==> src/rtl/evseq_pkg.sv <==
package evseq_pkg;

    parameter int EV_N  = 4;
    parameter int ST_N  = 4;
    parameter int CNT_W = 16;
    localparam int SI_W = (ST_N > 1) ? $clog2(ST_N) : 1;

    // one stage of the programmed pattern
    typedef struct packed {
        logic [EV_N-1:0]  mask;
        logic [CNT_W-1:0] lo_cnt;
        logic [CNT_W-1:0] hi_cnt;
        logic             unlim;
        logic             last;
    } stage_cfg_t;

    // result of a forward search for the stage a sample lands in
    typedef struct packed {
        logic            ok;
        logic [SI_W-1:0] idx;
    } hop_t;

    // sequencer position: stage and consecutive hit count
    typedef struct packed {
        logic [SI_W-1:0]  stg;
        logic [CNT_W-1:0] cnt;
    } seq_pos_t;

    // Walk forward from 'start' up to 'fin'; the first hit wins, stages
    // with a zero lower bound may be passed over, any other miss stops.
    function automatic hop_t fwd_scan(input logic [ST_N-1:0] hit,
                                      input logic [ST_N-1:0] minz,
                                      input int              start,
                                      input int              fin);
        hop_t r;
        logic go;
        r  = '0;
        go = 1'b1;
        for (int k = 0; k < ST_N; k++) begin
            if (go && k >= start && k <= fin) begin
                if (hit[k]) begin
                    r.ok  = 1'b1;
                    r.idx = SI_W'(k);
                    go    = 1'b0;
                end else if (!minz[k]) begin
                    go = 1'b0;
                end
            end
        end
        return r;
    endfunction

    // lowest stage carrying the final flag, else the top stage
    function automatic logic [SI_W-1:0] final_stage(input logic [ST_N-1:0] flags);
        logic [SI_W-1:0] r;
        r = SI_W'(ST_N - 1);
        for (int k = ST_N - 1; k >= 0; k--) begin
            if (flags[k]) r = SI_W'(k);
        end
        return r;
    endfunction

    function automatic logic [CNT_W-1:0] sat_inc(input logic [CNT_W-1:0] v);
        return (&v) ? v : v + CNT_W'(1);
    endfunction

endpackage

==> src/rtl/evseq_cfg_bank.sv <==
module evseq_cfg_bank
    import evseq_pkg::*;
(
    input  logic                        clk,
    input  logic                        rst,
    input  logic                        we_i,
    input  logic [SI_W-1:0]             sel_i,
    input  stage_cfg_t                  wdata_i,
    output stage_cfg_t [ST_N-1:0]       cfg_o
);

    localparam stage_cfg_t RST_CFG = '{
        mask:   '0,
        lo_cnt: CNT_W'(1),
        hi_cnt: CNT_W'(1),
        unlim:  1'b0,
        last:   1'b0
    };

    for (genvar g = 0; g < ST_N; g++) begin : g_stage
        always_ff @(posedge clk) begin
            if (rst) begin
                cfg_o[g] <= RST_CFG;
            end else if (we_i && sel_i == SI_W'(g)) begin
                cfg_o[g] <= wdata_i;
            end
        end
    end

endmodule

==> src/rtl/evseq_match.sv <==
module evseq_match
    import evseq_pkg::*;
(
    input  logic [EV_N-1:0]             ev_i,
    input  logic [ST_N-1:0][EV_N-1:0]   mask_i,
    output logic [ST_N-1:0]             hit_o
);

    for (genvar g = 0; g < ST_N; g++) begin : g_hit
        assign hit_o[g] = |(ev_i & mask_i[g]);
    end

endmodule

==> src/rtl/evseq_engine.sv <==
module evseq_engine
    import evseq_pkg::*;
(
    input  logic                        clk,
    input  logic                        rst,
    input  logic                        arm_i,
    input  logic                        disarm_i,
    input  logic                        ev_valid_i,
    input  logic [ST_N-1:0]             hit_i,
    input  logic [ST_N-1:0]             minz_i,
    input  logic [ST_N-1:0][CNT_W-1:0]  lo_i,
    input  logic [ST_N-1:0][CNT_W-1:0]  hi_i,
    input  logic [ST_N-1:0]             unlim_i,
    input  logic [SI_W-1:0]             fin_i,
    output logic                        armed_o,
    output logic                        trig_q_o,
    output logic                        fire_o,
    output seq_pos_t                    pos_o
);

    seq_pos_t pos_q, pos_nx;
    logic     armed_q, trig_q;
    logic     sat, room, complete;
    hop_t     adv, redo;

    assign sat  = pos_q.cnt >= lo_i[pos_q.stg];
    assign room = unlim_i[pos_q.stg] || (pos_q.cnt < hi_i[pos_q.stg]);
    assign adv  = sat ? fwd_scan(hit_i, minz_i, int'(pos_q.stg) + 1, int'(fin_i)) : '0;
    assign redo = fwd_scan(hit_i, minz_i, 0, int'(fin_i));

    // advance beats continue beats restart
    always_comb begin
        pos_nx = '0;
        if (adv.ok) begin
            pos_nx.stg = adv.idx;
            pos_nx.cnt = CNT_W'(1);
        end else if (hit_i[pos_q.stg] && room) begin
            pos_nx.stg = pos_q.stg;
            pos_nx.cnt = sat_inc(pos_q.cnt);
        end else if (redo.ok) begin
            pos_nx.stg = redo.idx;
            pos_nx.cnt = CNT_W'(1);
        end
    end

    assign complete = (pos_nx.stg == fin_i) && (pos_nx.cnt != '0)
                   && (pos_nx.cnt >= lo_i[fin_i]);
    assign fire_o   = armed_q && ev_valid_i && !arm_i && !disarm_i && complete;

    always_ff @(posedge clk) begin
        if (rst) begin
            armed_q <= 1'b0;
            trig_q  <= 1'b0;
            pos_q   <= '0;
        end else if (arm_i) begin
            armed_q <= 1'b1;
            trig_q  <= 1'b0;
            pos_q   <= '0;
        end else if (disarm_i) begin
            armed_q <= 1'b0;
            pos_q   <= '0;
        end else if (armed_q && ev_valid_i) begin
            if (fire_o) begin
                armed_q <= 1'b0;
                trig_q  <= 1'b1;
                pos_q   <= '0;
            end else begin
                pos_q   <= pos_nx;
            end
        end
    end

    assign armed_o  = armed_q;
    assign trig_q_o = trig_q;
    assign pos_o    = pos_q;

endmodule

==> src/rtl/evseq_trigger.sv <==
module evseq_trigger
    import evseq_pkg::*;
(
    input  logic              clk,
    input  logic              rst,
    input  logic              arm_i,
    input  logic              disarm_i,
    input  logic              ev_valid_i,
    input  logic [EV_N-1:0]   ev_i,
    input  logic              cfg_we_i,
    input  logic [SI_W-1:0]   cfg_sel_i,
    input  logic [EV_N-1:0]   cfg_mask_i,
    input  logic [CNT_W-1:0]  cfg_lo_i,
    input  logic [CNT_W-1:0]  cfg_hi_i,
    input  logic              cfg_unlim_i,
    input  logic              cfg_last_i,
    output logic              trig_o
);

    stage_cfg_t                 wdata;
    stage_cfg_t [ST_N-1:0]      cfg;
    logic [ST_N-1:0][EV_N-1:0]  mask_v;
    logic [ST_N-1:0][CNT_W-1:0] lo_v, hi_v;
    logic [ST_N-1:0]            unlim_v, last_v, minz_v, hit_v;
    logic [SI_W-1:0]            fin;
    logic                       armed_q, trig_q, fire;
    seq_pos_t                   pos_q;

    assign wdata = '{
        mask:   cfg_mask_i,
        lo_cnt: cfg_lo_i,
        hi_cnt: cfg_hi_i,
        unlim:  cfg_unlim_i,
        last:   cfg_last_i
    };

    evseq_cfg_bank u_cfg (
        .clk     (clk),
        .rst     (rst),
        .we_i    (cfg_we_i),
        .sel_i   (cfg_sel_i),
        .wdata_i (wdata),
        .cfg_o   (cfg)
    );

    for (genvar g = 0; g < ST_N; g++) begin : g_split
        assign mask_v[g]  = cfg[g].mask;
        assign lo_v[g]    = cfg[g].lo_cnt;
        assign hi_v[g]    = cfg[g].hi_cnt;
        assign unlim_v[g] = cfg[g].unlim;
        assign last_v[g]  = cfg[g].last;
        assign minz_v[g]  = (cfg[g].lo_cnt == '0);
    end

    assign fin = final_stage(last_v);

    evseq_match u_match (
        .ev_i   (ev_i),
        .mask_i (mask_v),
        .hit_o  (hit_v)
    );

    evseq_engine u_eng (
        .clk        (clk),
        .rst        (rst),
        .arm_i      (arm_i),
        .disarm_i   (disarm_i),
        .ev_valid_i (ev_valid_i),
        .hit_i      (hit_v),
        .minz_i     (minz_v),
        .lo_i       (lo_v),
        .hi_i       (hi_v),
        .unlim_i    (unlim_v),
        .fin_i      (fin),
        .armed_o    (armed_q),
        .trig_q_o   (trig_q),
        .fire_o     (fire),
        .pos_o      (pos_q)
    );

    assign trig_o = trig_q | fire;

endmodule

==> config.mk <==
export PLATFORM = sky130hd
export DESIGN_NAME = evseq_trigger
export DESIGN_NICKNAME = d
export VERILOG_FILES = /design/src/rtl/evseq_pkg.sv /design/src/rtl/evseq_cfg_bank.sv /design/src/rtl/evseq_match.sv /design/src/rtl/evseq_engine.sv /design/src/rtl/evseq_trigger.sv
export SDC_FILE = /design/constraint.sdc
export NUM_CORES = 1
export LEC_CHECK = 0
export ABC_AREA = 1
export BUFFER_PORTS_ARGS = -buffer_cell sky130_fd_sc_hd__buf_2
export CAP_MARGIN = 20
export CORE_MARGIN = 2
export CORE_UTILIZATION = 52
export DETAILED_ROUTE_END_ITERATION = 12
export PLACE_DENSITY = 0.7
export SLEW_MARGIN = 20
export SYNTH_ARGS = -nofsm -noshare
export SYNTH_HDL_FRONTEND = slang
export SYNTH_SLANG_ARGS = --single-unit
==> constraint.sdc <==
create_clock -name clk -period 7.86 [get_ports clk]
set_input_delay 0.393 -clock clk [delete_from_list [all_inputs] [get_ports clk]]
set_output_delay 0.393 -clock clk [all_outputs]
set_load 0.01 [all_outputs]
Word-level counts from Yosys, hierarchy flattened
Index checks and enable logic that the tools add are counted.
{"block": "totals", "register_bits": 171, "in_bits": 50, "out_inout_bits": 1}
{"block": "op_classes", "n_addsub": 2, "n_lt_le_gt_ge": 12, "eq_ne": 4, "mux": 52, "bitwise_logic": 6, "reduce_logical": 39}
{"cell": "$bmux 16 s2", "n": 3}
{"cell": "$mux 18", "n": 4}
{"cell": "$ge 3x32->1 const A", "n": 2}
{"cell": "$mux 16", "n": 4}
{"cell": "$logic_not 16->1", "n": 3}
{"cell": "$mux 3", "n": 15}
{"cell": "$ge 1x32->1 const A", "n": 1}
{"cell": "$ge 16x16->1", "n": 2}
{"cell": "$ge 2x32->1 const A", "n": 1}
{"cell": "$mux 1", "n": 22}
{"cell": "$logic_and 1x1->1", "n": 20}
{"cell": "$add 16x1->16 const B", "n": 1}
{"cell": "$and 4x4->4", "n": 4}
{"cell": "$lt 16x16->1", "n": 1}
{"cell": "$reduce_and 16->1", "n": 1}
{"cell": "$reduce_bool 16->1", "n": 1}
{"cell": "$reduce_or 4->1", "n": 4}
{"cell": "$lt 2x3->1 const B", "n": 2}
{"cell": "$reduce_bool 3->1", "n": 2}
{"cell": "$bmux 1 s2", "n": 2}
{"cell": "$eq 2x2->1 const B", "n": 2}
{"cell": "$le 2x2->1 const A", "n": 2}
{"cell": "$mux 2", "n": 2}
{"cell": "$add 2x1->3 const B", "n": 1}
{"cell": "12 further kinds", "n": 13}

Depth between registers and ports, before layout
Gate-level depths: netlist of run 1.
{"block": "depth", "word_depth": 23, "mapped_depth": 43, "depth_no_buf": 41}

Modules after synthesis
Synthesis of run 1 repeated with hierarchy kept, for this count alone.
{"block": "hier_totals", "hier_cells": 1910, "area_unflattened_um2": 11190.7}
{"module": "evseq_cfg_bank", "n_inst": 1, "cells_per_inst": 964, "area_per_inst_um2": 6269.8, "seq_area_each_um2": 3042.9}
{"module": "evseq_engine", "n_inst": 1, "cells_per_inst": 798, "area_per_inst_um2": 4351.7, "seq_area_each_um2": 400.4}
{"module": "evseq_trigger", "n_inst": 1, "cells_per_inst": 112, "area_per_inst_um2": 434.2, "seq_area_each_um2": 0.0}
{"module": "evseq_match", "n_inst": 1, "cells_per_inst": 36, "area_per_inst_um2": 135.1, "seq_area_each_um2": 0.0}

Worst setup path after synthesis of run 1
OpenSTA, ideal clock, no wires.
{"block": "synth_path", "kind": "flip-flop to output port", "startpoint": "register, netlist name u_eng.pos_o[17]", "endpoint": "output port trig_o", "t_arrival_ns": 4.044, "path_slack_ns": 3.423, "path_stages_with_launch": 37, "path_buffers": 2, "cell_sequence": "dfxtp_1 > buf_2 > nand2_2 > clkbuf_1 > o22ai_1 > a221oi_1 > ha_1 > nand2_1 > inv_1 > o21ai_0 > nand2_1 > a21oi_1 > nand3_1 > nand2_4 > clkinv_4 > nor2_4 > nand2_1 > inv_1 > ha_1 > a21boi_0 > o21a_1 > o21ai_0 > nand2_1 > nand2_1 > nand2_1 > nand2_1 > nand2_1 > nand2_1 > nand2_1 > nand2_1 > nand2_1 > nand2_1 > nand2_1 > nand2_1 > nor2_2 > nand4_4 > nand2_1"}
{"block": "synth_between", "elab_chain_cells": 19}
{"element": "$add 2x1->3", "line": "evseq_engine.sv:28", "source": "assign adv = sat ? fwd_scan(hit_i, minz_i, int'(pos_q.stg) + 1, int'(fin_i)) : '0;"}
{"element": "$ge 1x32->1", "line": "evseq_pkg.sv:40", "source": "if (go && k >= start && k <= fin) begin"}
{"element": "$mux 1", "line": "evseq_pkg.sv:40"}
{"element": "$mux 1 / $logic_and 1x1->1 (equally long branches)", "line": "evseq_pkg.sv:45, evseq_pkg.sv:40"}
{"element": "$mux 1 / $logic_and 1x1->1 (equally long branches)", "line": "evseq_pkg.sv:41, evseq_pkg.sv:40"}
{"element": "$mux 1", "line": "evseq_pkg.sv:40"}
{"element": "$mux 1 / $logic_and 1x1->1 (equally long branches)", "line": "evseq_pkg.sv:45, evseq_pkg.sv:40"}
{"element": "$mux 1 / $logic_and 1x1->1 (equally long branches)", "line": "evseq_pkg.sv:41, evseq_pkg.sv:40"}
{"element": "$mux 1", "line": "evseq_pkg.sv:40"}
{"element": "$logic_and 1x1->1 (2 in series)", "line": "evseq_pkg.sv:40"}
{"element": "$mux 3", "line": "evseq_pkg.sv:40"}
{"element": "$mux 3", "line": "evseq_engine.sv:28"}
{"element": "$mux 18 (*)", "line": "evseq_engine.sv:34", "source": "if (adv.ok) begin"}
{"element": "parallel branches: the longest is 2 deep, another holds $ge 16x16->1"}
{"element": "$logic_and 1x1->1 (*)", "line": "evseq_engine.sv:47", "source": "&& (pos_nx.cnt >= lo_i[fin_i]);"}
{"element": "$logic_and 1x1->1 (*)", "line": "evseq_engine.sv:48", "source": "assign fire_o = armed_q && ev_valid_i && !arm_i && !disarm_i && complete;"}
{"element": "$or 1x1->1 (*)", "line": "evseq_trigger.sv:81", "source": "assign trig_o = trig_q | fire;"}
{"element": "to (decl)", "line": "evseq_trigger.sv:17", "source": "output logic trig_o"}
Mark *: on every way between the ends. The select of a mux whose other input is x is not followed.

Final worst setup path of run 1
{"block": "layout_path", "startpoint": "register, netlist name u_eng.pos_o[17]", "endpoint": "output port trig_o"}
{"block": "layout_between", "elab_chain_cells": 19}
{"element": "$add 2x1->3", "line": "evseq_engine.sv:28"}
{"element": "$ge 1x32->1", "line": "evseq_pkg.sv:40"}
{"element": "$mux 1", "line": "evseq_pkg.sv:40"}
{"element": "$mux 1 / $logic_and 1x1->1 (equally long branches)", "line": "evseq_pkg.sv:45, evseq_pkg.sv:40"}
{"element": "$mux 1 / $logic_and 1x1->1 (equally long branches)", "line": "evseq_pkg.sv:41, evseq_pkg.sv:40"}
{"element": "$mux 1", "line": "evseq_pkg.sv:40"}
{"element": "$mux 1 / $logic_and 1x1->1 (equally long branches)", "line": "evseq_pkg.sv:45, evseq_pkg.sv:40"}
{"element": "$mux 1 / $logic_and 1x1->1 (equally long branches)", "line": "evseq_pkg.sv:41, evseq_pkg.sv:40"}
{"element": "$mux 1", "line": "evseq_pkg.sv:40"}
{"element": "$logic_and 1x1->1 (2 in series)", "line": "evseq_pkg.sv:40"}
{"element": "$mux 3", "line": "evseq_pkg.sv:40"}
{"element": "$mux 3", "line": "evseq_engine.sv:28"}
{"element": "$mux 18 (*)", "line": "evseq_engine.sv:34"}
{"element": "parallel branches: the longest is 2 deep, another holds $ge 16x16->1"}
{"element": "$logic_and 1x1->1 (*)", "line": "evseq_engine.sv:47"}
{"element": "$logic_and 1x1->1 (*)", "line": "evseq_engine.sv:48"}
{"element": "$or 1x1->1 (*)", "line": "evseq_trigger.sv:81"}
Marked as above.

==> results.cfg, run 1 <==
[status]
status = finished, final reports clean

[worst_setup_path]
cpMaxStageDelayCell = inv_1
cp_common_cell = nand2_1
r2r_slack_ns = 2.30
worstPathArrival_ns = 5.90
cp-start-kind = flip-flop
reg2regPathDepth = 37
cp_max_fo = 21
reg2reg_from = u_eng.pos_o[17]
slowest_delay_ns = 0.71
worst-setup-path-type = flip-flop to output pin
crit_path_end_kind = output pin
reg2reg_to = u_eng.pos_o[5]
cp.required_ns = 7.47

[drt]
first_iter_violations = 697
drtAntennaViolNets = 0
avgViaCountPerCell = 5.767
via_count = 9273
drcViolationCount = 0
avgRoutedWirePerCell_um = 17.66
dr.pass1.iters = 6
routed_wl_mm = 28.39

[clocking]
root_buffer = clkbuf_16
clk_pin_slew_ns = 0.07
insertion_delay_ns = 0.44
cts_buffers = 17
clk_path_buf_depth = 2
tritoncts = done
h-tree-depth = 4
cts_setup_buffers = 0
postCtsHoldBufs = 0
cts_resized = 0
clock-sinks = 171

[yosys]
synth-edff-count = 0
ys_seq_area_share_pct = 36.41
synth_nets = 1452
synthCells = 1354
async_flop_share_pct = 0
synth-main-ff-cell = dfxtp_1
avgSynthCellArea_um2 = 6.944
synth.distinct_cells = 49
syn_area_um2 = 9402
yosys_warnings = 0
synth-seq-cells = 171

[power_and_ir_drop]
internal_power_mw = 1.507
clockPowerShare_pct = 43.2
combPwrFrac_pct = 12.6
swShare_pct = 28.24
power_frac_seq_pct = 44.2
netSwitchingPower_mw = 0.5933
vdd_drop_max_mv = 0.1278
leakagePower_nw = 4.531
power_density_nw_per_um2 = 202.2

[worst_hold_path]
hp-class = input pin to flip-flop
min_from = rst
whs_endpoint = u_eng.armed_o
holdPathStages = 2

[placement]
gp_congestion = 0.9899
pre_cts_slack_ns = 2.077
io_buffers = 50
post-dp-hpwl_mm = 19.27

[global_routing]
grt_use_total_pct = 30.01
antenna_found_initial = 1
grt_overflow = 0
grt_start_max_net_pins = 78
grt_pass1_vias = 8755
grt_pass1_wl_mm = 46.07

[floorplanning]
num_io_pins = 51
die_h_um = 138.5
initial_core_util_pct = 52.70
die_area_um2 = 19170
row_count = 49
core_region_area_um2 = 17840
die-width_um = 138.5

[flow_run]
maxCapViolCount = 0

[layout]
drive_gt1_share_pct = 11.47
layout_commonest_cell = nor2_1
fill_cells = 1682
register_area_um2 = 3423
final_nets = 1463
area_growth_pct = 10.53
final_cell_mix = nor2_1 (209), nand2_1 (202), o21ai_0 (183)
multi_input_area_um2 = 5135

[sta]
finalSetupViolCount = 0
rsz0062_at_grt = no
hold_violations = 0
worst_slack_ns = 1.563
timing.slew.headroom_pct = 36.37
finalCriticalPeriod_ns = 6.297
max_freq_ghz = 0.1588
worst_clock_skew_ns = 0.01152
tns_ns = 0
worst_slew_pin_slew_ns = 0.9534
drv_slew = 0
fin_crit_sh_pct = 80.12
-- layout make-up --
type | count | area share [%]
Multi-Input combinational cell | 966 | 49.42
Sequential cell | 171 | 32.94
Antenna cell | 1 | 0.02408
Inverter | 145 | 5.322
Timing Repair Buffer | 64 | 3.420
Clock inverter | 14 | 1.987
Clock buffer | 18 | 4.130
Tap cell | 229 | 2.757
-- routing by layer --
| metal | wire (um) | track usage (%) | vias up |
|---|---|---|---|
| met3 | 2212 | 6.096 | 77 |
| met4 | 952 | 12.24 | 0 |
| met2 | 13030 | 48.57 | 369 |
| met5 | 0 | 0 | - |
| met1 | 12200 | 39.35 | 4242 |
| li1 | - | - | 4585 |
-- kinds of logic (layout without fill, tap and decap cells) --
logic type	count (synthesis)	count (layout)	share of synthesized area, %
DFF	171	171	36.41
buffers and inverters	217	241	8.997
AOI/OAI and AO/OA	410	410	25.19
xor gates and xnor gates	7	7	0.6521
and+or+nand+nor	501	501	22.36
other	0	1	0
adders and majority gates	48	48	6.388
-- synthesized netlist by cell type, drive strengths merged (6+ instances only) --
cell	n	area (um^2)
clkbuf	66	247.7
inv	140	528.0
ha	48	600.6
nand3	38	205.2
a32oi	7	61.31
o22ai	35	219.0
a221oi	31	277.8
a21oi	131	704.4
dfxtp	171	3423
nand2	218	873.3
o21ai	185	925.9
nor3	16	96.35
nor2	220	855.8
buf	6	46.29
nand4	8	65.06
-- power groups by stage --
stage / logic (mW) / registers (mW) / clock network (mW)
5_1_grt: 0.298 / 0.933 / 0.950
6_report: 0.264 / 0.929 / 0.907
3_5_place_dp: 0.258 / 0.948 / 0
4_1_cts: 0.260 / 0.929 / 0.915
2_1_floorplan: 0.180 / 0.940 / 0
3_3_place_gp: 0.254 / 0.948 / 0
-- worst max-delay path: cells and delay by family, from the launching register on --
family	cells	cell delay (ns)
buffers and inverters	6	1.27
flip-flops	1	0.49
AO/OA/AOI/OAI	7	1.05
AND/OR/NAND/NOR	22	2.24
adder cells (fa/ha/maj)	2	0.41
-- flip-flops by register name, summed over array words and instances (netlist names) --
signal and cells:
u_cfg.cfg_o 151, u_eng.pos_o 18, u_eng.trig_q_o 1, u_eng.armed_o 1
-- how the worst max path moves through the flow --
stage | from | endpoint | slack, ns
CTS | u_eng.pos_o[17] | trig_o | 1.59
global route | u_eng.pos_o[16] | trig_o | 1.01
detailed placement | u_eng.pos_o[17] | trig_o | 2.08
floorplan | u_eng.pos_o[17] | trig_o | 3.42
global placement | u_eng.pos_o[17] | trig_o | 2.26
finish | u_eng.pos_o[17] | trig_o | 1.56
-- through the flow --
stage          util (%)  hold slack [ns]  instances  cell area [um^2]  power (mW)
2_1_floorplan         -           0.4204       1354              9402       1.121
3_3_place_gp      54.67           0.4287       1575              9753       1.202
3_5_place_dp      54.67           0.4347       1575              9753       1.207
4_1_cts           58.23           0.1773       1607             10390       2.104
5_1_grt           58.23           0.2036       1607             10390       2.182
6_report          58.24           0.1858       1608             10390       2.101
(Power assumes the default switching activity.)
==> run 2, diff against run 1 <==
--- a/config.mk
+++ b/config.mk
@@ -11,7 +11,7 @@
 export CORE_MARGIN = 2
 export CORE_UTILIZATION = 52
 export DETAILED_ROUTE_END_ITERATION = 12
-export PLACE_DENSITY = 0.7
+export PLACE_DENSITY = 0.72
 export SLEW_MARGIN = 20
 export SYNTH_ARGS = -nofsm -noshare
 export SYNTH_HDL_FRONTEND = slang
==> constraint.sdc (replaced) <==
create_clock -name clk -period 5.3 [get_ports clk]
set_input_delay 0.265 -clock clk [delete_from_list [all_inputs] [get_ports clk]]
set_output_delay 0.265 -clock clk [all_outputs]
set_load 0.01 [all_outputs]
==> run 2 against run 1 <==
Clock power grew 40%; critical endpoint unchanged; routed wire length grew 1.9%; largest cell class unchanged; die area is the same.
==> results.cfg, run 2 (same netlist as run 1, synthesis figures left out) <==
[power_and_ir_drop]
swShare_pct = 28.65
combPwrFrac_pct = 13.4
leakagePower_nw = 4.646
power_density_nw_per_um2 = 288.1
clockPowerShare_pct = 41.6
vdd_drop_max_mv = 0.2219
power_frac_seq_pct = 45.0
netSwitchingPower_mw = 0.8766
internal_power_mw = 2.183

[worst_setup_path]
reg2regPathDepth = 39
cp_max_fo = 11
r2r_slack_ns = 0.68
cp.required_ns = 5.04
path_depth = 38
cp_common_cell = nand2_1
worstPathArrival_ns = 4.71
cp-start-kind = flip-flop
cpMaxStageDelayCell = dfxtp_4
critical_path_buf_inv_count = 6
crit_path_end_kind = output pin
cp_top_family = simple AND/OR/NAND/NOR gates
slowest_delay_ns = 0.42
worst-setup-path-type = flip-flop to output pin

[global_routing]
antenna_found_initial = 0
grt_use_total_pct = 29.26
grt_pass1_vias = 8559
grt_overflow = 0
grt_pass1_wl_mm = 45.31
grt_start_max_net_pins = 113

[clocking]
clock-sinks = 171
postCtsHoldBufs = 0
cts_buffers = 17
tritoncts = done
root_buffer = clkbuf_16
clk_path_buf_depth = 2
h-tree-depth = 4
insertion_delay_ns = 0.44
clk_pin_slew_ns = 0.07

[layout]
fin_area_um2 = 10620
final_nets = 1479
largest_register_ffs = 151
drive_gt1_share_pct = 13.58
antenna_cells = 0
final_cell_mix = nor2_1 (208), nand2_1 (201), o21ai_0 (182)
area_growth_pct = 12.95
top_register = u_cfg.cfg_o
layout_commonest_cell = nor2_1

[flow_run]
maxCapViolCount = 0

[sta]
timing.slew.headroom_pct = 38.88
worst_slew_pin_slew_ns = 0.9168
finalSetupViolCount = 0
finalCriticalPeriod_ns = 4.971
fin_crit_sh_pct = 93.80
max_freq_ghz = 0.2012
hold_violations = 0
drv_slew = 0
worst_slack_ns = 0.3288
worst_clock_skew_ns = 0.01041

[floorplanning]
die_h_um = 138.5
row_count = 49
num_io_pins = 51
die-width_um = 138.5
die_area_um2 = 19170
initial_core_util_pct = 52.70
core_region_area_um2 = 17840

[drt]
first_iter_violations = 897
routed_wl_mm = 28.92
avgRoutedWirePerCell_um = 17.84
dr.pass1.iters = 6
drcViolationCount = 0
avgViaCountPerCell = 5.764
drtAntennaViolNets = 0
via_count = 9344

[status]
status = finished, final reports clean

[worst_hold_path]
hp-class = input pin to flip-flop
holdPathStages = 2

[placement]
io_buffers = 50
gp_congestion = 0.9882
post-dp-hpwl_mm = 19.52
place_area_um2 = 9823
pre_cts_slack_ns = 0.3149
## run 2: cell types whose count changed in the layout (fill, tap and decap cells not counted), moves of 2 or more
| cell | delta |
|---|---|
| a21oi_1 | -2 |
| clkinv_8 | -2 |
| dfxtp_1 | -2 |
| inv_6 | +2 |
| a221oi_1 | -7 |
| dfxtp_4 | +2 |
| clkinv_2 | +2 |
| a221oi_2 | +7 |
| buf_12 | +4 |
| inv_1 | -3 |
| a21oi_2 | +2 |
| clkbuf_16 | +2 |
| buf_4 | +9 |
| clkinv_4 | -4 |
## run 2: final timing paths
path / start / end
worst max-delay path: u_eng.pos_o[16] / trig_o
worst min-delay path: rst / u_eng.armed_o
worst max register to register: u_eng.pos_o[16] / u_eng.pos_o[6]
worst min register to register: u_cfg.cfg_o[117] / u_cfg.cfg_o[117]
## run 2: stage by stage
step	TNS, ns	power (mW)	instances	hold slack, ns	util [%]
floorplan	0	1.662	1354	0.3341	-
global placement	0	1.790	1581	0.4288	55.06
detailed placement	0	1.795	1581	0.4442	55.06
CTS	0	3.046	1611	0.05382	58.36
global route	-0.05177	3.168	1621	0.07095	59.52
finish	0	3.060	1621	0.05663	59.52
## run 2: worst reg2reg max path, delay by kind of cell, from the launching register on
kind                       cells  cell delay [ns]
buffers and inverters          5             0.64
DFF                            1             0.42
adders and majority gates      2             0.54
AOI/OAI and AO/OA              8             1.10
and+or+nand+nor               24             1.84
## run 2: metal layers
layer	up-vias	track usage (%)	wire length, um
met5	-	0	0
met4	0	10.10	796
met3	67	5.230	2453
met2	386	47.34	13130
met1	4272	39.55	12540
li1	4619	-	-
## run 2: area by class of cell
type	instances	area, um^2
fill	1642	7222
tap	229	286.5
multi-input combinational	966	5201
sequential	171	3431
inverter	145	555.5
timing repair buffer	80	564.3
clock buffer	17	425.4
clock inverter	13	155.1
## run 2: timing repair
item                       4_1_cts  5_1_grt
setup endpoints to repair        1       19
pin swaps                        0        3
cloned                           0        2
hold endpoints to repair         0        0
buffers inserted                 0        8
gates resized for setup          2       22
## run 2: power groups by stage
stage | logic [mW] | registers, mW | clock network (mW)
2_1_floorplan | 0.267 | 1.39 | 0
4_1_cts | 0.392 | 1.38 | 1.28
3_5_place_dp | 0.390 | 1.41 | 0
5_1_grt | 0.455 | 1.38 | 1.33
6_report | 0.409 | 1.38 | 1.27
3_3_place_gp | 0.386 | 1.40 | 0
